## config.mk

```make
export PLATFORM = sky130hd
export DESIGN_NAME = uart_mute_ctrl
export DESIGN_NICKNAME = d
export VERILOG_FILES = /design/src/rtl/uart_mute_pkg.sv /design/src/rtl/uart_mute_addr_cmp.sv /design/src/rtl/uart_mute_fsm.sv /design/src/rtl/uart_mute_gate.sv /design/src/rtl/uart_mute_ctrl.sv
export SDC_FILE = /design/constraint.sdc
export NUM_CORES = 1
export LEC_CHECK = 0
export BUFFER_PORTS_ARGS = -buffer_cell sky130_fd_sc_hd__buf_2
export CORE_MARGIN = 8
export CORE_UTILIZATION = 40
export CTS_CLUSTER_DIAMETER = 80
export DETAILED_ROUTE_END_ITERATION = 12
export GPL_ROUTABILITY_DRIVEN = 0
export HOLD_SLACK_MARGIN = 0.12
export PLACE_DENSITY = 0.75
export REMOVE_ABC_BUFFERS = 1
export SKIP_LAST_GASP = 1
export SYNTH_ARGS = -nofsm -noshare
export SYNTH_HDL_FRONTEND = slang
export SYNTH_SLANG_ARGS = --single-unit
```

## constraint.sdc

```tcl
create_clock -name clk -period 1.2 [get_ports clk]
set_input_delay 0.24 -clock clk [delete_from_list [all_inputs] [get_ports clk]]
set_output_delay 0.24 -clock clk [all_outputs]
set_load 0.005 [all_outputs]
```

## src/rtl/uart_mute_pkg.sv

```systemverilog
package uart_mute_pkg;

    typedef enum logic [1:0] {
        ST_OFF    = 2'd0,
        ST_LISTEN = 2'd1,
        ST_MUTED  = 2'd2
    } mute_state_e;

    localparam logic WAKE_IDLE = 1'b0;
    localparam logic WAKE_ADDR = 1'b1;

endpackage

```

## src/rtl/uart_mute_addr_cmp.sv

```systemverilog
module uart_mute_addr_cmp #(
    parameter int DATA_W = 8
) (
    input  logic [DATA_W-1:0] rx_data,
    input  logic [DATA_W-2:0] node_addr,
    output logic              is_mark,
    output logic              addr_hit
);
    localparam int MARK_BIT = DATA_W - 1;

    always_comb begin
        is_mark  = rx_data[MARK_BIT];
        addr_hit = (rx_data[MARK_BIT-1:0] == node_addr);
    end
endmodule

```

## src/rtl/uart_mute_fsm.sv

```systemverilog
module uart_mute_fsm
    import uart_mute_pkg::*;
(
    input  logic        clk,
    input  logic        rst_n,
    input  logic        mute_en,
    input  logic        wake_sel,
    input  logic        mute_req,
    input  logic        frame_done,
    input  logic        idle_det,
    input  logic        is_mark,
    input  logic        addr_hit,
    output mute_state_e state_q,
    output logic        muted
);
    mute_state_e state_d;
    logic        addr_frame;

    always_comb addr_frame = frame_done && is_mark && (wake_sel == WAKE_ADDR);

    always_ff @(posedge clk) begin
        if (!rst_n) state_q <= ST_OFF;
        else        state_q <= state_d;
    end

    always_comb begin
        state_d = state_q;
        if (!mute_en) begin
            state_d = ST_OFF;
        end else begin
            unique case (state_q)
                ST_OFF: state_d = ST_LISTEN;
                ST_LISTEN: begin
                    if (mute_req)                    state_d = ST_MUTED;
                    else if (addr_frame && !addr_hit) state_d = ST_MUTED;
                end
                ST_MUTED: begin
                    if ((wake_sel == WAKE_IDLE) && idle_det) state_d = ST_LISTEN;
                    else if (addr_frame && addr_hit)         state_d = ST_LISTEN;
                end
                default: state_d = ST_OFF;
            endcase
        end
    end

    always_comb begin
        unique case (state_q)
            ST_MUTED: muted = 1'b1;
            default:  muted = 1'b0;
        endcase
    end
endmodule

```

## src/rtl/uart_mute_gate.sv

```systemverilog
module uart_mute_gate
    import uart_mute_pkg::*;
#(
    parameter int DATA_W = 8,
    parameter int ERR_W  = 4
) (
    input  logic              clk,
    input  logic              rst_n,
    input  mute_state_e       state_q,
    input  logic              wake_sel,
    input  logic              frame_done,
    input  logic              idle_det,
    input  logic              is_mark,
    input  logic [DATA_W-1:0] rx_data,
    input  logic [ERR_W-1:0]  rx_err,
    output logic              data_valid,
    output logic [DATA_W-1:0] data_out,
    output logic [ERR_W-1:0]  stat_err,
    output logic              stat_idle,
    output logic              irq_rx,
    output logic              irq_idle
);
    logic consumed;
    logic pass_frame;
    logic pass_idle;
    logic [ERR_W-1:0] err_d;

    always_comb begin
        consumed   = (state_q != ST_OFF) && (wake_sel == WAKE_ADDR) && is_mark;
        pass_frame = frame_done && (state_q != ST_MUTED) && !consumed;
        pass_idle  = idle_det && (state_q != ST_MUTED);
    end

    for (genvar gi = 0; gi < ERR_W; gi++) begin : g_err
        always_comb err_d[gi] = pass_frame && rx_err[gi];
    end

    always_ff @(posedge clk) begin
        if (!rst_n) begin
            data_valid <= 1'b0;
            data_out   <= '0;
            stat_err   <= '0;
            stat_idle  <= 1'b0;
            irq_rx     <= 1'b0;
            irq_idle   <= 1'b0;
        end else begin
            data_valid <= pass_frame;
            if (pass_frame) data_out <= rx_data;
            stat_err   <= err_d;
            stat_idle  <= pass_idle;
            irq_rx     <= pass_frame;
            irq_idle   <= pass_idle;
        end
    end
endmodule

```

## src/rtl/uart_mute_ctrl.sv

```systemverilog
module uart_mute_ctrl
    import uart_mute_pkg::*;
#(
    parameter int DATA_W = 8,
    parameter int ERR_W  = 4
) (
    input  logic              clk,
    input  logic              rst_n,
    input  logic              mute_en,
    input  logic              wake_sel,
    input  logic              mute_req,
    input  logic [DATA_W-2:0] node_addr,
    input  logic              frame_done,
    input  logic              idle_det,
    input  logic [DATA_W-1:0] rx_data,
    input  logic [ERR_W-1:0]  rx_err,
    output logic              rx_wake,
    output logic              data_valid,
    output logic [DATA_W-1:0] data_out,
    output logic [ERR_W-1:0]  stat_err,
    output logic              stat_idle,
    output logic              irq_rx,
    output logic              irq_idle
);
    mute_state_e state_q;
    logic        is_mark;
    logic        addr_hit;

    uart_mute_addr_cmp #(.DATA_W(DATA_W)) u_cmp (
        .rx_data  (rx_data),
        .node_addr(node_addr),
        .is_mark  (is_mark),
        .addr_hit (addr_hit)
    );

    uart_mute_fsm u_fsm (
        .clk       (clk),
        .rst_n     (rst_n),
        .mute_en   (mute_en),
        .wake_sel  (wake_sel),
        .mute_req  (mute_req),
        .frame_done(frame_done),
        .idle_det  (idle_det),
        .is_mark   (is_mark),
        .addr_hit  (addr_hit),
        .state_q   (state_q),
        .muted     (rx_wake)
    );

    uart_mute_gate #(.DATA_W(DATA_W), .ERR_W(ERR_W)) u_gate (
        .clk       (clk),
        .rst_n     (rst_n),
        .state_q   (state_q),
        .wake_sel  (wake_sel),
        .frame_done(frame_done),
        .idle_det  (idle_det),
        .is_mark   (is_mark),
        .rx_data   (rx_data),
        .rx_err    (rx_err),
        .data_valid(data_valid),
        .data_out  (data_out),
        .stat_err  (stat_err),
        .stat_idle (stat_idle),
        .irq_rx    (irq_rx),
        .irq_idle  (irq_idle)
    );
endmodule

```

==> metrics.md, run 1 <==
| Metric | Value |
|---|---|
| Setup violations, final | `0` |
| Initial DRT Pass Iterations | `4` |
| Clock power share | `31.3%` |
| FF+latch count, synth | `16` |
| Primary FF master, synth | `dfxtp_1` |
| Worst Hold Class | `primary input to register` |
| Mapped Area | `716.9 µm²` |
| RSZ-0062 raised after global routing | `yes` |
| WL final | `1983 µm` |
| Post-Layout Cell Count | `150` |
| P_leak | `0.5273 nW` |
| Most frequent cells in the layout | `buf_2 (41), nand2_1 (19), dfxtp_1 (14)` |
| DR vias | `722` |
| Antenna Nets Post-Route | `0` |
| Share of cells above drive strength 1 | `44.80%` |
| Vias in the first global route | `702` |
| Slowest Stage Delay on Critical Path | `0.36 ns` |
| Netlist cell types | `26` |
| Die span in x | `58.34 µm` |
| Placed Instances | `144` |
| PD cells | `1145 nW/µm²` |
| Mean Syn Cell Area | `8.962 µm²` |
| CTS tree | `built` |
| # nets final | `152` |
| Final core utilization | `58.61%` |
| Crit path required time | `0.96 ns` |
| Worst ir drop on vdd | `655.5 µV` |
| Final instance area | `1001 µm²` |
| Max transition margin | `80.12%` |
| Die Span Y | `58.34 µm` |
| CTS clk-pin slew, worst paths | `0.09 ns` |
| Sequential fraction of the synthesis area | `44.68%` |
| I/O pins | `43` |
| Tot Pwr | `1.146 mW` |
| Max Cap Viol | `0` |
| Placed Area | `935.9 µm²` |
| IO buf count | `42` |
| Internal power | `0.8581 mW` |
| Min Tclk post-route | `1.171 ns` |
| Max frequency | `853.8 MHz` |
| Site row count | `15` |
| Core area | `1708 µm²` |
| Diodes inserted | `0` |
| Async SR Flop Fraction | `0%` |
| Root Buffer | `clkbuf_4` |
| Routed WL per cell | `13.22 µm` |
| Setup crit end kind | `output port` |
| Syn Inst Count | `80` |
| Fillcell total | `167` |
| Largest net degree at the start of global routing | `14` |
| Fin crit share | `97.60%` |
| Part of the power in registers | `50.7%` |
| Kind of critical path | `register to output port` |
| Synth warnings | `0` |
| Clock Skew | `0.001411 ns` |
| Clk buf depth | `2` |
| Outcome | `finished, final reports clean` |
| First-pass GRT wire length | `3139 µm` |
| Residual DRC | `0` |
| Pre-CTS setup slack | `-0.05590 ns` |
| DR vias/cell | `4.813` |
| Comb pwr share | `18.0%` |
| Total global routing overflow | `0` |
| DIE AREA | `3403 µm²` |
| Starting density of the core | `41.98%` |
| CTS sink count | `16` |
| H-tree levels | `1` |
| DRT iter0 DRCs | `13` |
| Psw | `0.2884 mW` |
| Most common cell after layout, fill and taps aside | `buf_2` |
| WP data arrival | `0.93 ns` |
| Antenna violations before repair | `0` |
| Final Hold Vio Count | `0` |
| Area delta synth->final | `39.62%` |
| Switching Share | `25.16%` |
| Worst path slowest cell | `dfxtp_2` |
| Crit-path cells | `nand2b_4 -> inv_2 -> buf_6` |
| Final slew viol count | `0` |
| CP startpoint kind | `register` |
| Gr usage total | `11.94%` |
| Tightest Pin Transition | `0.2974 ns` |
| Worst skew pair latency | `0.29 ns` |
| Setup ws final | `0.02881 ns` |
| Maximum fanout along the worst path | `5` |
| Total CTS buffers | `3` |
| DP HPWL | `1560 µm` |
| Post-synth EDFFs | `0` |
layout make-up:
| type | instances | area [µm²] | share of cell area [%] |
|---|---|---|---|
| Multi-Input combinational cell | 59 | 371.6 | 37.12 |
| Sequential cell | 16 | 322.8 | 32.25 |
| Timing Repair Buffer | 44 | 231.5 | 23.13 |
| Clock buffer | 4 | 36.28 | 3.625 |
| Tap cell | 25 | 31.28 | 3.125 |
| Inverter | 2 | 7.507 | 0.7500 |
critical path, delay by kind of cell (launching register included):
kind / cells / cell delay (ns)
buffers and inverters: 2 / 0.14
flip-flops: 1 / 0.36
AND/OR/NAND/NOR: 1 / 0.15
synth_stat cells (2+ instances only):
library cell,n,area (µm²)
a21boi_1,7,52.55
a21oi_1,2,10.01
and3_1,6,37.54
buf_4,2,15.01
dfxtp_1,16,320.3
inv_1,2,7.510
nand2_1,19,71.32
nand3_1,2,10.01
o21ai_1,2,10.01
xnor2_1,3,26.28
xor2_1,4,35.03
final timing paths:
path / cells past startpoint / from / slack (ns) / end
worst max-delay path: 3 / u_fsm.state_q[0] / 0.03 / rx_wake
worst min-delay path: 2 / rx_err[3] / 0.18 / u_gate.stat_err[3]
worst max register to register: 4 / u_fsm.state_q[0] / 0.04 / u_gate.data_out[7]
worst min register to register: 2 / u_gate.data_out[2] / 0.45 / u_gate.data_out[2]
power groups by stage:
stage / logic (mW) / clock network [mW] / registers, mW
CTS: 0.203 / 0.378 / 0.581
floorplan: 0.0857 / 0 / 0.595
detailed placement: 0.200 / 0 / 0.592
global route: 0.233 / 0.393 / 0.585
finish: 0.207 / 0.359 / 0.581
global placement: 0.193 / 0 / 0.590
registers in the layout (all words and copies together), names as in the netlist:
register,cells
u_fsm.state_q,2
u_gate.data_out,8
u_gate.irq_idle,1
u_gate.irq_rx,1
u_gate.stat_err,4
repair_timing:
action,in CTS,in global routing
hold buffers,0,0
pin swaps,0,0
gates resized for setup,3,2
gates cloned,0,1
buffers inserted,0,1
endpoints found under the setup margin,1,1
logic make-up after synthesis:
| logic type | synth area share [%] |
|---|---|
| AO/OA/AOI/OAI | 14.49 |
| XOR/XNOR | 8.552 |
| buffers and inverters | 5.235 |
| AND/OR/NAND/NOR | 27.05 |
| flip-flops | 44.68 |
through the flow:
stage / setup TNS [ns] / hold WS [ns]
floorplan: 0 / 0.3617
global placement: -0.006960 / 0.4389
detailed placement: -0.07623 / 0.4440
CTS: 0 / 0.1679
global route: -0.04100 / 0.1785
finish: 0 / 0.1771
metal layers:
metal  global-route usage [%]  wire (µm)
met2                    19.53        937
met5                        0          0
met4                    7.343         49
met1                    12.17        780
met3                    5.435        216
Power figures use the tool's default switching activity.
==> inputs of run 2 (changes only) <==
--- a/config.mk
+++ b/config.mk
@@ -12,9 +12,10 @@
 export DETAILED_ROUTE_END_ITERATION = 12
 export GPL_ROUTABILITY_DRIVEN = 0
 export HOLD_SLACK_MARGIN = 0.12
-export PLACE_DENSITY = 0.75
+export PLACE_DENSITY = 0.74
 export REMOVE_ABC_BUFFERS = 1
 export SKIP_LAST_GASP = 1
 export SYNTH_ARGS = -nofsm -noshare
 export SYNTH_HDL_FRONTEND = slang
+export SYNTH_HIERARCHICAL = 1
 export SYNTH_SLANG_ARGS = --single-unit
==> constraint.sdc (replaced) <==
create_clock -name clk -period 1.5 [get_ports clk]
set_input_delay 0.3 -clock clk [delete_from_list [all_inputs] [get_ports clk]]
set_output_delay 0.3 -clock clk [all_outputs]
set_load 0.005 [all_outputs]
==> metrics.md, run 2 <==
| Metric | Value |
|---|---|
| Worst skew pair latency | `0.28 ns` |
| Outcome | `finished, final reports clean` |
| Worst Hold Class | `primary input to register` |
| FF+latch count, synth | `16` |
| Synth warnings | `6` |
| CTS sink count | `16` |
| RSZ-0062 raised after global routing | `no` |
| Max frequency | `753.5 MHz` |
| Core area | `1727 µm²` |
| Final core utilization | `56.88%` |
| Tightest Pin Transition | `0.2785 ns` |
| Reg2reg setup slack | `0.38 ns` |
| Top cell type's share of synthesized area | `43.39%` |
| Total CTS buffers | `3` |
| Top flop regs | `u_gate/data_out x8, u_gate/stat_err x4, u_fsm/state_q x2` |
| Antenna Nets Post-Route | `0` |
| Most common cell after layout, fill and taps aside | `buf_2` |
| Primary FF master, synth | `dfxtp_1` |
| Netlist cell types | `24` |
| Setup Buffers After CTS | `0` |
| Final instance area | `982.2 µm²` |
| Worst ir drop on vdd | `606.1 µV` |
| Crit path required time | `1.20 ns` |
| Clk buf depth | `2` |
| P_leak | `0.5077 nW` |
| Top-count cell post-synth | `nand2_1` |
| Maximum fanout along the worst path | `3` |
| Largest net degree at the start of global routing | `15` |
| Final Hold Vio Count | `0` |
| Final slew viol count | `0` |
| # nets final | `144` |
| WL final | `1727 µm` |
| DRT iter0 DRCs | `9` |
| Setup crit end kind | `output port` |
| Die span in x | `58.96 µm` |
| Max transition margin | `81.28%` |
| Top post-synthesis cells by area | `dfxtp_1 (43%), mux2i_1 (11%), nand2_1 (8.6%)` |
| Sequential fraction of the synthesis area | `43.39%` |
| Pre-CTS setup slack | `-0.06619 ns` |
| First-pass GRT wire length | `2829 µm` |
| Max reg flops | `8` |
| WP data arrival | `1.03 ns` |
| H-tree levels | `1` |
| Clock Skew | `0.003191 ns` |
| Most frequent cells in the layout | `buf_2 (42), nand2_1 (17), dfxtp_1 (16)` |
| Starting density of the core | `42.75%` |
| CTS tree | `built` |
| Syn Inst Count | `76` |
| Placed Area | `945.9 µm²` |
| I/O pins | `43` |
| Async SR Flop Fraction | `0%` |
| Area delta synth->final | `33.05%` |
| Die Span Y | `58.96 µm` |
| Max Cap Viol | `0` |
| Setup violations, final | `0` |
| Diodes inserted | `0` |
| DIE AREA | `3476 µm²` |
| Fin crit share | `88.47%` |
| CP startpoint kind | `register` |
| Routed WL per cell | `12.16 µm` |
| Mean Syn Cell Area | `9.713 µm²` |
| Setup ws final | `0.1729 ns` |
| Largest area contributor in the netlist | `dfxtp_1` |
| Residual DRC | `0` |
| Kind of critical path | `register to output port` |
| Initial DRT Pass Iterations | `4` |
| Share of cells above drive strength 1 | `45.30%` |
| Gr usage total | `10.20%` |
| Post-synth top cells | `nand2_1 (17), dfxtp_1 (16), mux2i_1 (8)` |
| IO buf count | `42` |
| Top reg by flops | `u_gate/data_out` |
| Antenna violations before repair | `0` |
| DP HPWL | `1426 µm` |
| Post-cts gate resize count | `0` |
| Min Tclk post-route | `1.327 ns` |
| DR vias | `655` |
| Root Buffer | `clkbuf_4` |
| Vias in the first global route | `674` |
| Mapped Area | `738.2 µm²` |
| Post-synth EDFFs | `0` |
| CTS clk-pin slew, worst paths | `0.09 ns` |
| Total global routing overflow | `0` |
| DR vias/cell | `4.613` |
| Tot Pwr | `0.8919 mW` |
| Site row count | `15` |
| PD cells | `908.1 nW/µm²` |
| CTS Hold Bufs | `0` |
## run 2: routing by layer
metal | part of all wire [%] | track usage [%]
met1 | 36 | 10.82
met4 | 3.9 | 7.167
met5 | 0 | 0
met3 | 9.4 | 2.826
met2 | 50 | 16.98
## run 2: worst max-delay path: stages (launching register included)
cell and delay (ns):
dfxtp_1 0.41, nor2b_1 0.20, buf_2 0.14
## run 2: final timing paths
kind,start,endpoint,cells after the start
worst max-delay path,u_fsm/state_q[1],rx_wake,2
worst min-delay path,rx_err[3],u_gate/stat_err[3],2
worst min register to register,u_gate/data_out[2],u_gate/data_out[2],2
worst max register to register,u_fsm/state_q[0],u_gate/data_out[3],3
## run 2: kinds of logic (layout without fill, tap and decap cells)
family	count (synthesis)	after routing	synth area share [%]
AO/OA/AOI/OAI	3	3	2.881
XOR/XNOR	7	7	8.305
buffers and inverters	6	47	5.593
flip-flops	16	16	43.39
multiplexers	8	8	10.85
AND/OR/NAND/NOR	36	36	28.98
## run 2: power by group
part           leakage (nW)  internal [mW]  switching, mW
clock network        0.0210          0.147          0.128
registers             0.132          0.450         0.0116
logic                 0.355         0.0831         0.0714
## run 2: metrics by stage
stage,instances,TNS [ns],hold slack [ns]
floorplan,70,0,0.4217
global placement,138,0,0.4405
detailed placement,138,-0.06619,0.4478
CTS,142,0,0.2325
global route,142,0,0.2402
finish,142,0,0.2409
## run 2: area by class of cell
| cell class | count | area (µm²) |
|---|---|---|
| well taps | 25 | 31.28 |
| clock buffers | 4 | 36.28 |
| multi-input cells | 54 | 376.6 |
| fillers | 164 | 744.5 |
| repair buffers | 43 | 217.7 |
| flip-flops and latches | 16 | 320.3 |
==> inputs of run 3 (changes only) <==
--- a/config.mk
+++ b/config.mk
@@ -8,6 +8,7 @@
 export BUFFER_PORTS_ARGS = -buffer_cell sky130_fd_sc_hd__buf_2
 export CORE_MARGIN = 8
 export CORE_UTILIZATION = 40
+export CTS_BUF_LIST = sky130_fd_sc_hd__clkbuf_16
 export CTS_CLUSTER_DIAMETER = 80
 export DETAILED_ROUTE_END_ITERATION = 12
 export GPL_ROUTABILITY_DRIVEN = 0
@@ -15,6 +16,7 @@
 export PLACE_DENSITY = 0.74
 export REMOVE_ABC_BUFFERS = 1
 export SKIP_LAST_GASP = 1
+export SLEW_MARGIN = 20
 export SYNTH_ARGS = -nofsm -noshare
 export SYNTH_HDL_FRONTEND = slang
 export SYNTH_HIERARCHICAL = 1
==> constraint.sdc (replaced) <==
create_clock -name clk -period 1.5 [get_ports clk]
set_input_delay 0.3 -clock clk [delete_from_list [all_inputs] [get_ports clk]]
set_output_delay 0.3 -clock clk [all_outputs]
set_load 0.02 [all_outputs]
==> metrics.md, run 3 (same netlist as run 2, synthesis figures left out) <==
| Metric | Value |
|---|---|
| H-tree levels | `1` |
| Starting density of the core | `42.75%` |
| Worst skew pair latency | `0.24 ns` |
| Post-cts gate resize count | `0` |
| Total CTS buffers | `3` |
| Setup violations, final | `0` |
| Gr usage total | `10.95%` |
| IO buf count | `42` |
| Setup crit end kind | `output port` |
| Maximum fanout along the worst path | `3` |
| Routed WL per cell | `12.42 µm` |
| Kind of critical path | `register to output port` |
| Max transition margin | `81.98%` |
| Fin crit share | `89.21%` |
| Pre-CTS setup slack | `-0.06619 ns` |
| Worst ir drop on vdd | `510.3 µV` |
| Share of cells above drive strength 1 | `44.44%` |
| Core area | `1727 µm²` |
| Final Hold Vio Count | `0` |
| Most frequent cells in the layout | `buf_2 (42), nand2_1 (17), dfxtp_1 (16)` |
| Placed Instances | `138` |
| Largest net degree at the start of global routing | `15` |
| Min Tclk post-route | `1.338 ns` |
| Crit path required time | `1.20 ns` |
| Top reg by flops | `u_gate/data_out` |
| Top flop regs | `u_gate/data_out x8, u_gate/stat_err x4, u_fsm/state_q x2` |
| Die Span Y | `58.96 µm` |
| Tightest Pin Transition | `0.2680 ns` |
| Placed Area | `945.9 µm²` |
| Post-Layout Cell Count | `142` |
| Site row count | `15` |
| Diodes inserted | `0` |
| Total global routing overflow | `0` |
| DR vias | `662` |
| Initial DRT Pass Iterations | `4` |
| Antenna violations before repair | `0` |
| Final instance area | `1025 µm²` |
| Final Hold Slack | `0.2795 ns` |
| Area delta synth->final | `38.81%` |
| Setup TNS Final | `0 ns` |
| Max frequency | `747.3 MHz` |
| I/O pins | `43` |
| Setup Buffers After CTS | `0` |
| Fillcell total | `160` |
| Vias in the first global route | `710` |
| Root Buffer | `clkbuf_16` |
| P_leak | `0.5252 nW` |
| Outcome | `finished, final reports clean` |
| Final slew viol count | `0` |
| CP startpoint kind | `register` |
| Most common cell after layout, fill and taps aside | `buf_2` |
| CTS sink count | `16` |
| DIE AREA | `3476 µm²` |
| Max reg flops | `8` |
| DRT iter0 DRCs | `11` |
| PD cells | `1133 nW/µm²` |
| Die span in x | `58.96 µm` |
| Residual DRC | `0` |
| RSZ-0062 raised after global routing | `no` |
| CTS Hold Bufs | `0` |
| First-pass GRT wire length | `2980 µm` |
| WP data arrival | `1.04 ns` |
| CTS tree | `built` |
| CTS clk-pin slew, worst paths | `0.05 ns` |
| Worst Hold Class | `primary input to register` |
| FF/Latch Area | `320.3 µm²` |
| # nets final | `144` |
| Antenna Nets Post-Route | `0` |
| Clk buf depth | `2` |
| WL final | `1763 µm` |
| DR vias/cell | `4.662` |
| Setup ws final | `0.1619 ns` |
| DP HPWL | `1426 µm` |
| Multi-input logic area | `376.6 µm²` |
| Max Cap Viol | `0` |
| Clock Skew | `0.004468 ns` |
[run 3: area by class of cell]
type,instances,area share [%]
Multi-Input combinational cell,54,36.75
Timing Repair Buffer,43,21.25
Sequential cell,16,31.26
Clock buffer,3,7.326
Clock inverter,1,0.3663
Tap cell,25,3.053
[run 3: worst max-delay path, cell delays in order, from the launching register on]
cell and delay [ns]:
dfxtp_1 0.39, nor2b_1 0.21, buf_2 0.20
[run 3: path summary, 6_finish.rpt]
check                startpoint                  to  slack (ns)  cells after the start
max            u_fsm/state_q[1]             rx_wake        0.16                      2
min                   rx_err[3]  u_gate/stat_err[3]        0.28                      2
min reg2reg  u_gate/data_out[2]  u_gate/data_out[2]        0.46                      2
max reg2reg    u_fsm/state_q[0]  u_gate/data_out[3]        0.39                      3
[run 3: metal layers]
layer	up-vias	wire (µm)	GRT usage, %
met5	-	0	0
met4	0	57	9.215
met3	6	150	3.261
met2	26	886	18.22
met1	294	669	10.95
li1	336	-	-
[run 3: report_power, final]
part | internal (mW) | switching (mW) | total (mW) | leakage, nW
clock network | 0.353 | 0.160 | 0.513 | 0.0385
registers | 0.452 | 0.0117 | 0.463 | 0.132
logic | 0.0838 | 0.101 | 0.185 | 0.355
total | 0.888 | 0.273 | 1.16 | 0.525
[run 3: stage by stage]
stage	power [mW]	utilization, %
floorplan	0.5718	-
global placement	0.6549	54.78
detailed placement	0.6589	54.78
CTS	1.177	59.35
global route	1.213	59.35
finish	1.161	59.35
